===== src/rtl/spi_req_pkg.sv =====
package spi_req_pkg;

  // Per-cycle commands from the control path to the datapath
  typedef struct packed {
    logic loadTx;     // move the holding word into the shifter
    logic shiftTx;    // advance the transmit shifter by one bit
    logic sampleRx;   // take rxBit into the receive shifter
    logic commitRx;   // publish the receive shifter as a word
    logic rxBit;      // bit to take when sampleRx is set
    logic flagBusErr; // select seen low while master
  } strobe_t;

  typedef enum logic {
    M_IDLE = 1'b0,
    M_RUN  = 1'b1
  } mstate_t;

endpackage


===== src/rtl/spi_req_sync.sv =====
module spi_req_sync #(
  parameter int   STAGES  = 2,
  parameter logic RST_VAL = 1'b0
) (
  input  logic clk,
  input  logic rstN,
  input  logic d,
  output logic q
);

  logic [STAGES-1:0] pipe;

  generate
    if (STAGES == 1) begin : gSingle
      always_ff @(posedge clk or negedge rstN) begin
        if (!rstN) pipe <= RST_VAL;
        else       pipe <= d;
      end
    end else begin : gChain
      always_ff @(posedge clk or negedge rstN) begin
        if (!rstN) pipe <= {STAGES{RST_VAL}};
        else       pipe <= {pipe[STAGES-2:0], d};
      end
    end
  endgenerate

  assign q = pipe[STAGES-1];

endmodule


===== src/rtl/spi_req_ctl.sv =====
module spi_req_ctl
  import spi_req_pkg::*;
#(
  parameter int WORD_W      = 24,
  parameter int DIV_W       = 8,
  parameter int SYNC_STAGES = 2
) (
  input  logic             clk,
  input  logic             rstN,
  input  logic             cfgMaster,
  input  logic [1:0]       cfgReqEn,
  input  logic [DIV_W-1:0] cfgDiv,
  input  logic             txEmpty,
  input  logic             sckIn,
  input  logic             ssInN,
  input  logic             mosiIn,
  input  logic             misoIn,
  input  logic             hreqInN,
  output strobe_t          str,
  output logic             sckOut,
  output logic             csOutN,
  output logic             hreqOutN,
  output logic             hreqOe,
  output logic             misoOe,
  output logic             mosiOe
);

  localparam int CNT_W = $clog2(WORD_W + 1);
  localparam logic [CNT_W-1:0] CNT_FULL = CNT_W'(WORD_W);
  localparam logic [CNT_W-1:0] CNT_LAST = CNT_W'(WORD_W - 1);

  logic sckS, ssS, mosiS, hreqS;
  logic sckPrev, hreqPrev;

  spi_req_sync #(.STAGES(SYNC_STAGES), .RST_VAL(1'b0)) uSck  (.clk(clk), .rstN(rstN), .d(sckIn),   .q(sckS));
  spi_req_sync #(.STAGES(SYNC_STAGES), .RST_VAL(1'b1)) uSs   (.clk(clk), .rstN(rstN), .d(ssInN),   .q(ssS));
  spi_req_sync #(.STAGES(SYNC_STAGES), .RST_VAL(1'b0)) uMosi (.clk(clk), .rstN(rstN), .d(mosiIn),  .q(mosiS));
  spi_req_sync #(.STAGES(SYNC_STAGES), .RST_VAL(1'b1)) uHreq (.clk(clk), .rstN(rstN), .d(hreqInN), .q(hreqS));

  logic ssActive, sckRise, sckFall, hreqFall, reqOn, tick, startM;
  assign ssActive = !ssS;
  assign sckRise  = sckS && !sckPrev;
  assign sckFall  = !sckS && sckPrev;
  assign hreqFall = hreqPrev && !hreqS;
  assign reqOn    = |cfgReqEn;

  mstate_t          mState;
  logic [CNT_W-1:0] bitCnt;
  logic [DIV_W-1:0] divCnt;
  logic             armed, sckR, csN, reqPend;
  logic             hreqOeR, misoOeR, mosiOeR;

  assign tick = (divCnt == cfgDiv);

  // Strobe decode
  always_comb begin
    str            = '0;
    str.rxBit      = cfgMaster ? misoIn : mosiS;
    str.flagBusErr = cfgMaster && ssActive;
    startM         = 1'b0;
    if (cfgMaster) begin
      if (mState == M_IDLE) begin
        startM     = !txEmpty && (!reqOn || reqPend);
        str.loadTx = startM;
      end else if (tick) begin
        if (!sckR)                  str.sampleRx = 1'b1;
        else if (bitCnt == CNT_FULL) str.commitRx = 1'b1;
        else                        str.shiftTx  = 1'b1;
      end
    end else begin
      if (ssActive && sckRise) begin
        str.sampleRx = 1'b1;
        str.commitRx = (bitCnt == CNT_LAST);
      end else if (ssActive && sckFall && bitCnt != '0) begin
        str.shiftTx = 1'b1;
      end
      if (bitCnt == '0 && !armed && !txEmpty && !(ssActive && sckRise))
        str.loadTx = 1'b1;
    end
  end

  always_ff @(posedge clk or negedge rstN) begin
    if (!rstN) begin
      sckPrev  <= 1'b0;
      hreqPrev <= 1'b1;
      mState   <= M_IDLE;
      bitCnt   <= '0;
      divCnt   <= '0;
      armed    <= 1'b0;
      sckR     <= 1'b0;
      csN      <= 1'b1;
      reqPend  <= 1'b0;
      hreqOeR  <= 1'b0;
      misoOeR  <= 1'b0;
      mosiOeR  <= 1'b0;
    end else begin
      sckPrev  <= sckS;
      hreqPrev <= hreqS;
      hreqOeR  <= !cfgMaster && reqOn;
      misoOeR  <= !cfgMaster && ssActive;
      mosiOeR  <= cfgMaster;
      if (cfgMaster) begin
        armed <= 1'b0;
        if (reqOn && hreqFall) reqPend <= 1'b1;
        if (mState == M_IDLE) begin
          bitCnt <= '0;
          divCnt <= '0;
          sckR   <= 1'b0;
          if (startM) begin
            mState  <= M_RUN;
            csN     <= 1'b0;
            reqPend <= 1'b0;
          end
        end else begin
          divCnt <= tick ? '0 : divCnt + 1'b1;
          if (tick) begin
            if (!sckR) begin
              sckR   <= 1'b1;
              bitCnt <= bitCnt + 1'b1;
            end else begin
              sckR <= 1'b0;
              if (bitCnt == CNT_FULL) begin
                mState <= M_IDLE;
                csN    <= 1'b1;
              end
            end
          end
        end
      end else begin
        mState  <= M_IDLE;
        csN     <= 1'b1;
        sckR    <= 1'b0;
        divCnt  <= '0;
        reqPend <= 1'b0;
        if (!ssActive) begin
          bitCnt <= '0;
        end else if (sckRise) begin
          armed  <= 1'b0;
          bitCnt <= (bitCnt == CNT_LAST) ? '0 : bitCnt + 1'b1;
        end
        if (str.loadTx) armed <= 1'b1;
      end
    end
  end

  assign sckOut   = sckR;
  assign csOutN   = csN;
  assign hreqOutN = !armed;
  assign hreqOe   = hreqOeR;
  assign misoOe   = misoOeR;
  assign mosiOe   = mosiOeR;

endmodule


===== src/rtl/spi_req_dp.sv =====
module spi_req_dp
  import spi_req_pkg::*;
#(
  parameter int WORD_W = 24
) (
  input  logic              clk,
  input  logic              rstN,
  input  strobe_t           str,
  input  logic [WORD_W-1:0] txData,
  input  logic              txWrite,
  input  logic              rxRead,
  input  logic              statClear,
  output logic              txBit,
  output logic [WORD_W-1:0] rxData,
  output logic              txEmpty,
  output logic              rxFull,
  output logic              overrun,
  output logic              busErr
);

  logic [WORD_W-1:0] txHold, txShift, rxShift, rxNext;

  assign rxNext = str.sampleRx ? {rxShift[WORD_W-2:0], str.rxBit} : rxShift;
  assign txBit  = txShift[WORD_W-1];

  always_ff @(posedge clk or negedge rstN) begin
    if (!rstN) begin
      txHold  <= '0;
      txShift <= '0;
      rxShift <= '0;
      rxData  <= '0;
      txEmpty <= 1'b1;
      rxFull  <= 1'b0;
      overrun <= 1'b0;
      busErr  <= 1'b0;
    end else begin
      if (str.loadTx)       txShift <= txHold;
      else if (str.shiftTx) txShift <= {txShift[WORD_W-2:0], 1'b0};

      if (txWrite) begin
        txHold  <= txData;
        txEmpty <= 1'b0;
      end else if (str.loadTx) begin
        txEmpty <= 1'b1;
      end

      rxShift <= rxNext;
      if (str.commitRx) begin
        rxData <= rxNext;
        rxFull <= 1'b1;
      end else if (rxRead) begin
        rxFull <= 1'b0;
      end

      if (str.commitRx && rxFull && !rxRead) overrun <= 1'b1;
      else if (statClear)                    overrun <= 1'b0;

      if (str.flagBusErr)  busErr <= 1'b1;
      else if (statClear)  busErr <= 1'b0;
    end
  end

endmodule


===== src/rtl/spi_req_link.sv =====
module spi_req_link
  import spi_req_pkg::*;
#(
  parameter int WORD_W      = 24,
  parameter int DIV_W       = 8,
  parameter int SYNC_STAGES = 2
) (
  input  logic              clk,
  input  logic              rstN,
  input  logic              cfgMaster,
  input  logic [1:0]        cfgReqEn,
  input  logic [DIV_W-1:0]  cfgDiv,
  input  logic [WORD_W-1:0] txData,
  input  logic              txWrite,
  output logic [WORD_W-1:0] rxData,
  input  logic              rxRead,
  input  logic              statClear,
  output logic              txEmpty,
  output logic              rxFull,
  output logic              overrun,
  output logic              busErr,
  input  logic              sckIn,
  output logic              sckOut,
  input  logic              ssInN,
  output logic              csOutN,
  input  logic              mosiIn,
  output logic              mosiOut,
  output logic              mosiOe,
  input  logic              misoIn,
  output logic              misoOut,
  output logic              misoOe,
  input  logic              hreqInN,
  output logic              hreqOutN,
  output logic              hreqOe
);

  strobe_t ctlStr;
  logic    txBit;

  spi_req_ctl #(
    .WORD_W(WORD_W), .DIV_W(DIV_W), .SYNC_STAGES(SYNC_STAGES)
  ) uCtl (
    .clk(clk), .rstN(rstN), .cfgMaster(cfgMaster), .cfgReqEn(cfgReqEn),
    .cfgDiv(cfgDiv), .txEmpty(txEmpty), .sckIn(sckIn), .ssInN(ssInN),
    .mosiIn(mosiIn), .misoIn(misoIn), .hreqInN(hreqInN), .str(ctlStr),
    .sckOut(sckOut), .csOutN(csOutN), .hreqOutN(hreqOutN), .hreqOe(hreqOe),
    .misoOe(misoOe), .mosiOe(mosiOe)
  );

  spi_req_dp #(.WORD_W(WORD_W)) uDp (
    .clk(clk), .rstN(rstN), .str(ctlStr), .txData(txData), .txWrite(txWrite),
    .rxRead(rxRead), .statClear(statClear), .txBit(txBit), .rxData(rxData),
    .txEmpty(txEmpty), .rxFull(rxFull), .overrun(overrun), .busErr(busErr)
  );

  assign mosiOut = txBit;
  assign misoOut = txBit;

endmodule


===== config.mk =====
export PLATFORM = sky130hd
export DESIGN_NAME = spi_req_link
export DESIGN_NICKNAME = d
export VERILOG_FILES = /design/src/rtl/spi_req_pkg.sv /design/src/rtl/spi_req_sync.sv /design/src/rtl/spi_req_ctl.sv /design/src/rtl/spi_req_dp.sv /design/src/rtl/spi_req_link.sv
export SDC_FILE = /design/constraint.sdc
export NUM_CORES = 1
export LEC_CHECK = 0
export ABC_AREA = 1
export BUFFER_PORTS_ARGS = -buffer_cell sky130_fd_sc_hd__buf_2
export CAP_MARGIN = 20
export CORE_MARGIN = 4
export CORE_UTILIZATION = 57
export DETAILED_ROUTE_END_ITERATION = 8
export PLACE_DENSITY = 0.79
export SYNTH_ARGS = -nofsm -noshare
export SYNTH_HDL_FRONTEND = slang
export SYNTH_SLANG_ARGS = --single-unit

===== constraint.sdc =====
create_clock -name clk -period 1.8 [get_ports clk]
set_input_delay 0.18 -clock clk [delete_from_list [all_inputs] [get_ports clk]]
set_output_delay 0.18 -clock clk [all_outputs]
set_load 0.02 [all_outputs]

==> impl_metrics.yaml <==
run_status:
  outcome: "finished with violations"
  failed_checks: "setup timing"
global_route:
  grt_overflow: 0
  grt_max_degree: 132
  grt_pass1_wl_um: 22200
  antenna_found_initial: 0
  gr-usage-all-layers_pct: 23.47
  first_global_vias: 4879
clocking:
  root_buffer: "clkbuf_8"
  cts.reportedPaths.clkPinSlew_ns: 0.06
  cts_max_level: 4
  cts.path.max_buffers: 2
  tritoncts: "done"
  cts_buffers: 17
  cts_sinks: 131
  clock_latency_ns: 0.52
setup_path:
  crit_type: "flop to flop"
  endpoint: "uDp.txShift[21]$_DFFE_PN0P_"
  rr_worst_depth: 13
  r2r-start: "uCtl.bitCnt[0]$_DFFE_PN0P_"
  end_kind: "flop"
  r2r_end: "uDp.txShift[21]$_DFFE_PN0P_"
  crit_arrival_ns: 2.30
  cp.required_ns: 2.26
  crit_path_start: "uCtl.bitCnt[0]$_DFFE_PN0P_"
  crit_fanout: 7
  r2r_slack_ns: -0.04
  worst_setup_path_start_kind: "flop"
drt:
  drt-met1-wl_um: 5828
  routedWlPerCell_um: 14.84
  routed.top_layer: "met4"
  wl_um: 14480
  dr.pass1.iters: 5
  viasPerCell: 5.285
  wl_met3_um: 725
  wl_met2_um: 7629
  drcViolationCount: 0
  vias: 5158
  first_iter_violations: 382
  ant_nets: 0
hold_path:
  min_path_type: "primary input to flop"
  hold_start: "txWrite"
timing:
  slew_headroom_pct: 53.67
  worst_pin_slew_ns: 0.6950
  setup_ws_ns: -0.04260
  min_period_ns: 1.843
  hold_ws_ns: 0.01417
  setup_violations: 18
  fmax_mhz: 542.7
  min_period_over_period_pct: 102.4
  hold_violations: 0
  setup_tns_ns: -0.3634
  rsz0062_at_grt: "true"
  skew_ns: 0.01070
  timing.final.max_slew_violations: 0
floorplanning:
  fp.dieH_um: 109.6
  die_w_um: 109.6
  io_pins: 81
  core_area_um2: 9910
  num_rows: 36
  dieArea_um2: 12010
  initial_core_util_pct: 59.36
synthesis:
  syn_avg_cell_area_um2: 8.427
  synth_flop_cell: "dfrtp_1"
  seq_area_frac_synth_pct: 55.88
  synth_cells: 698
  synth_edf_count: 0
  synth-seq-cells: 131
  syn_nets: 746
  yosys.cell_types.count: 35
  yosys-top-cells-area: "dfrtp_1, nand2_1, nand3_1"
  synth_top_area_share_pct: 52.75
  syn-cell-area_um2: 5882
  synth_warnings: 0
  synth_top_cell_by_area: "dfrtp_1"
  async_reset_ff_share_pct: 100.0
power:
  combPwrFrac_pct: 17.3
  p_int_mw: 5.847
  clkPwrFrac_pct: 39.6
  p_leak_nw: 4.115
  power_density_nw_per_um2: 1071
  p_sw_mw: 2.350
  power_frac_seq_pct: 43.0
  p_sw_share_pct: 28.67
  ir_worst_vdd_uv: 745.6
final_layout:
  drive_gt1_share_pct: 23.25
  final_common_cell: "nand2_1"
  antenna_cells: 0
  fin_nets: 879
  most-common-layout-cells: "nand2_1, dfrtp_1, nand3_1, buf_2, inv_1"
  area_growth_pct: 30.10
  stdcell_count: 976
place:
  dp_hpwl_um: 8271
  pre_cts_slack_ns: 0.01666
  dp.cells: 902
  port_buffers: 80
  gp_congestion: 0.8520
flow_run:
  drv_cap: 0
==> power by group through the flow <==
| stage | clock network [mW] | logic, mW | registers [mW] |
|---|---|---|---|
| after floorplan | 0 | 0.742 | 3.51 |
| after global placement | 0 | 1.03 | 3.52 |
| after detailed placement | 0 | 1.09 | 3.52 |
| after CTS | 3.26 | 1.16 | 3.49 |
| after global routing | 3.40 | 1.57 | 3.55 |
| final | 3.25 | 1.42 | 3.53 |
==> state kept, by name (all words and copies together) (netlist names), 2 cells and up <==
name             flops
uDp.rxData          24
uDp.txHold          24
uDp.txShift         24
uCtl.uSs.pipe        2
uDp.rxShift         24
uCtl.divCnt          8
uCtl.uHreq.pipe      2
uCtl.uSck.pipe       2
uCtl.bitCnt          5
uCtl.uMosi.pipe      2
==> area by class of cell <==
type | instances | area [um^2]
Inverter | 62 | 240.2
Sequential cell | 131 | 3287
Multi-Input combinational cell | 474 | 2276
Tap cell | 133 | 166.4
Clock inverter | 11 | 105.1
Clock buffer | 20 | 455.4
Timing Repair Buffer | 145 | 1122
Fill cell | 674 | 2257
==> worst min-delay path by stage <==
stage	endpoint	slack (ns)	cells past startpoint
floorplan	uCtl.armed$_DFFE_PN0P_	-0.12	0
global placement	uCtl.uHreq.pipe[0]$_DFF_PN1_	0.29	1
detailed placement	uCtl.uHreq.pipe[0]$_DFF_PN1_	0.29	1
CTS	uCtl.reqPend$_DFF_PN0_	0.005	5
global route	uDp.txHold[4]$_DFFE_PN0P_	0.03	3
finish	uDp.txHold[1]$_DFFE_PN0P_	0.01	3
==> repair_timing <==
item                                    in CTS  in global routing
gates resized for setup                      1                 43
pin swaps                                    0                  5
hold buffers                                34                  0
endpoints found under the setup margin       1                 48
cloned                                       0                  5
buffers inserted                             0                  4
endpoints found under the hold margin      157                  0
==> cells in the mapped netlist (2+ instances only) <==
| library cell | number |
|---|---|
| o21ai_1 | 17 |
| xnor2_1 | 2 |
| buf_6 | 10 |
| dfrtp_1 | 124 |
| dfstp_2 | 7 |
| nand2_4 | 2 |
| a21oi_1 | 5 |
| nand4_4 | 2 |
| xor2_1 | 4 |
| buf_2 | 8 |
| a31oi_1 | 2 |
| buf_4 | 2 |
| nand4_1 | 3 |
| nor3_1 | 2 |
| nor2_1 | 24 |
| ha_1 | 3 |
| nand2_1 | 267 |
| clkbuf_1 | 9 |
| nor2_2 | 5 |
| nor2_4 | 2 |
| o21ai_0 | 41 |
| inv_2 | 9 |
| inv_1 | 53 |
| buf_1 | 2 |
| nand3_1 | 83 |
==> metal layers <==
| layer | global-route usage, % | vias up |
|---|---|---|
| met3 | 5.285 | 27 |
| met5 | 0 | - |
| li1 | - | 2474 |
| met2 | 40.19 | 162 |
| met4 | 8.281 | 0 |
| met1 | 29.34 | 2495 |
==> critical path, stage by stage (launching register included) <==
cell and delay [ns]:
dfrtp_1 0.38, inv_2 0.06, ha_2 0.16, inv_2 0.04, nor2_4 0.09, nand4_1 0.13, o21ai_2 0.23, nand2_4 0.14
nand2_4 0.11, inv_8 0.05, nand2_8 0.09, clkbuf_16 0.16, nand2_1 0.06, nand2_1 0.06
==> metrics by stage <==
| step | util (%) | cell area, um^2 | total power [mW] |
|---|---|---|---|
| final | 77.22 | 7652 | 8.197 |
| after global routing | 77.22 | 7652 | 8.524 |
| after CTS | 74.38 | 7371 | 7.914 |
| after detailed placement | 65.29 | 6470 | 4.614 |
| after global placement | 65.29 | 6470 | 4.552 |
| after floorplan | - | 5882 | 4.252 |
==> cells by family after synthesis <==
kind of cell    count (synthesis)  share of synthesized area (%)
xor+xnor                        6                         0.8934
mux                             1                         0.1914
compound gates                 67                          5.850
flops                         131                          55.88
simple gates                  397                          29.04
fa+ha+maj                       3                         0.6382
buf+inv                        93                          7.509
Note: power is estimated with default switching activity, not from simulation.
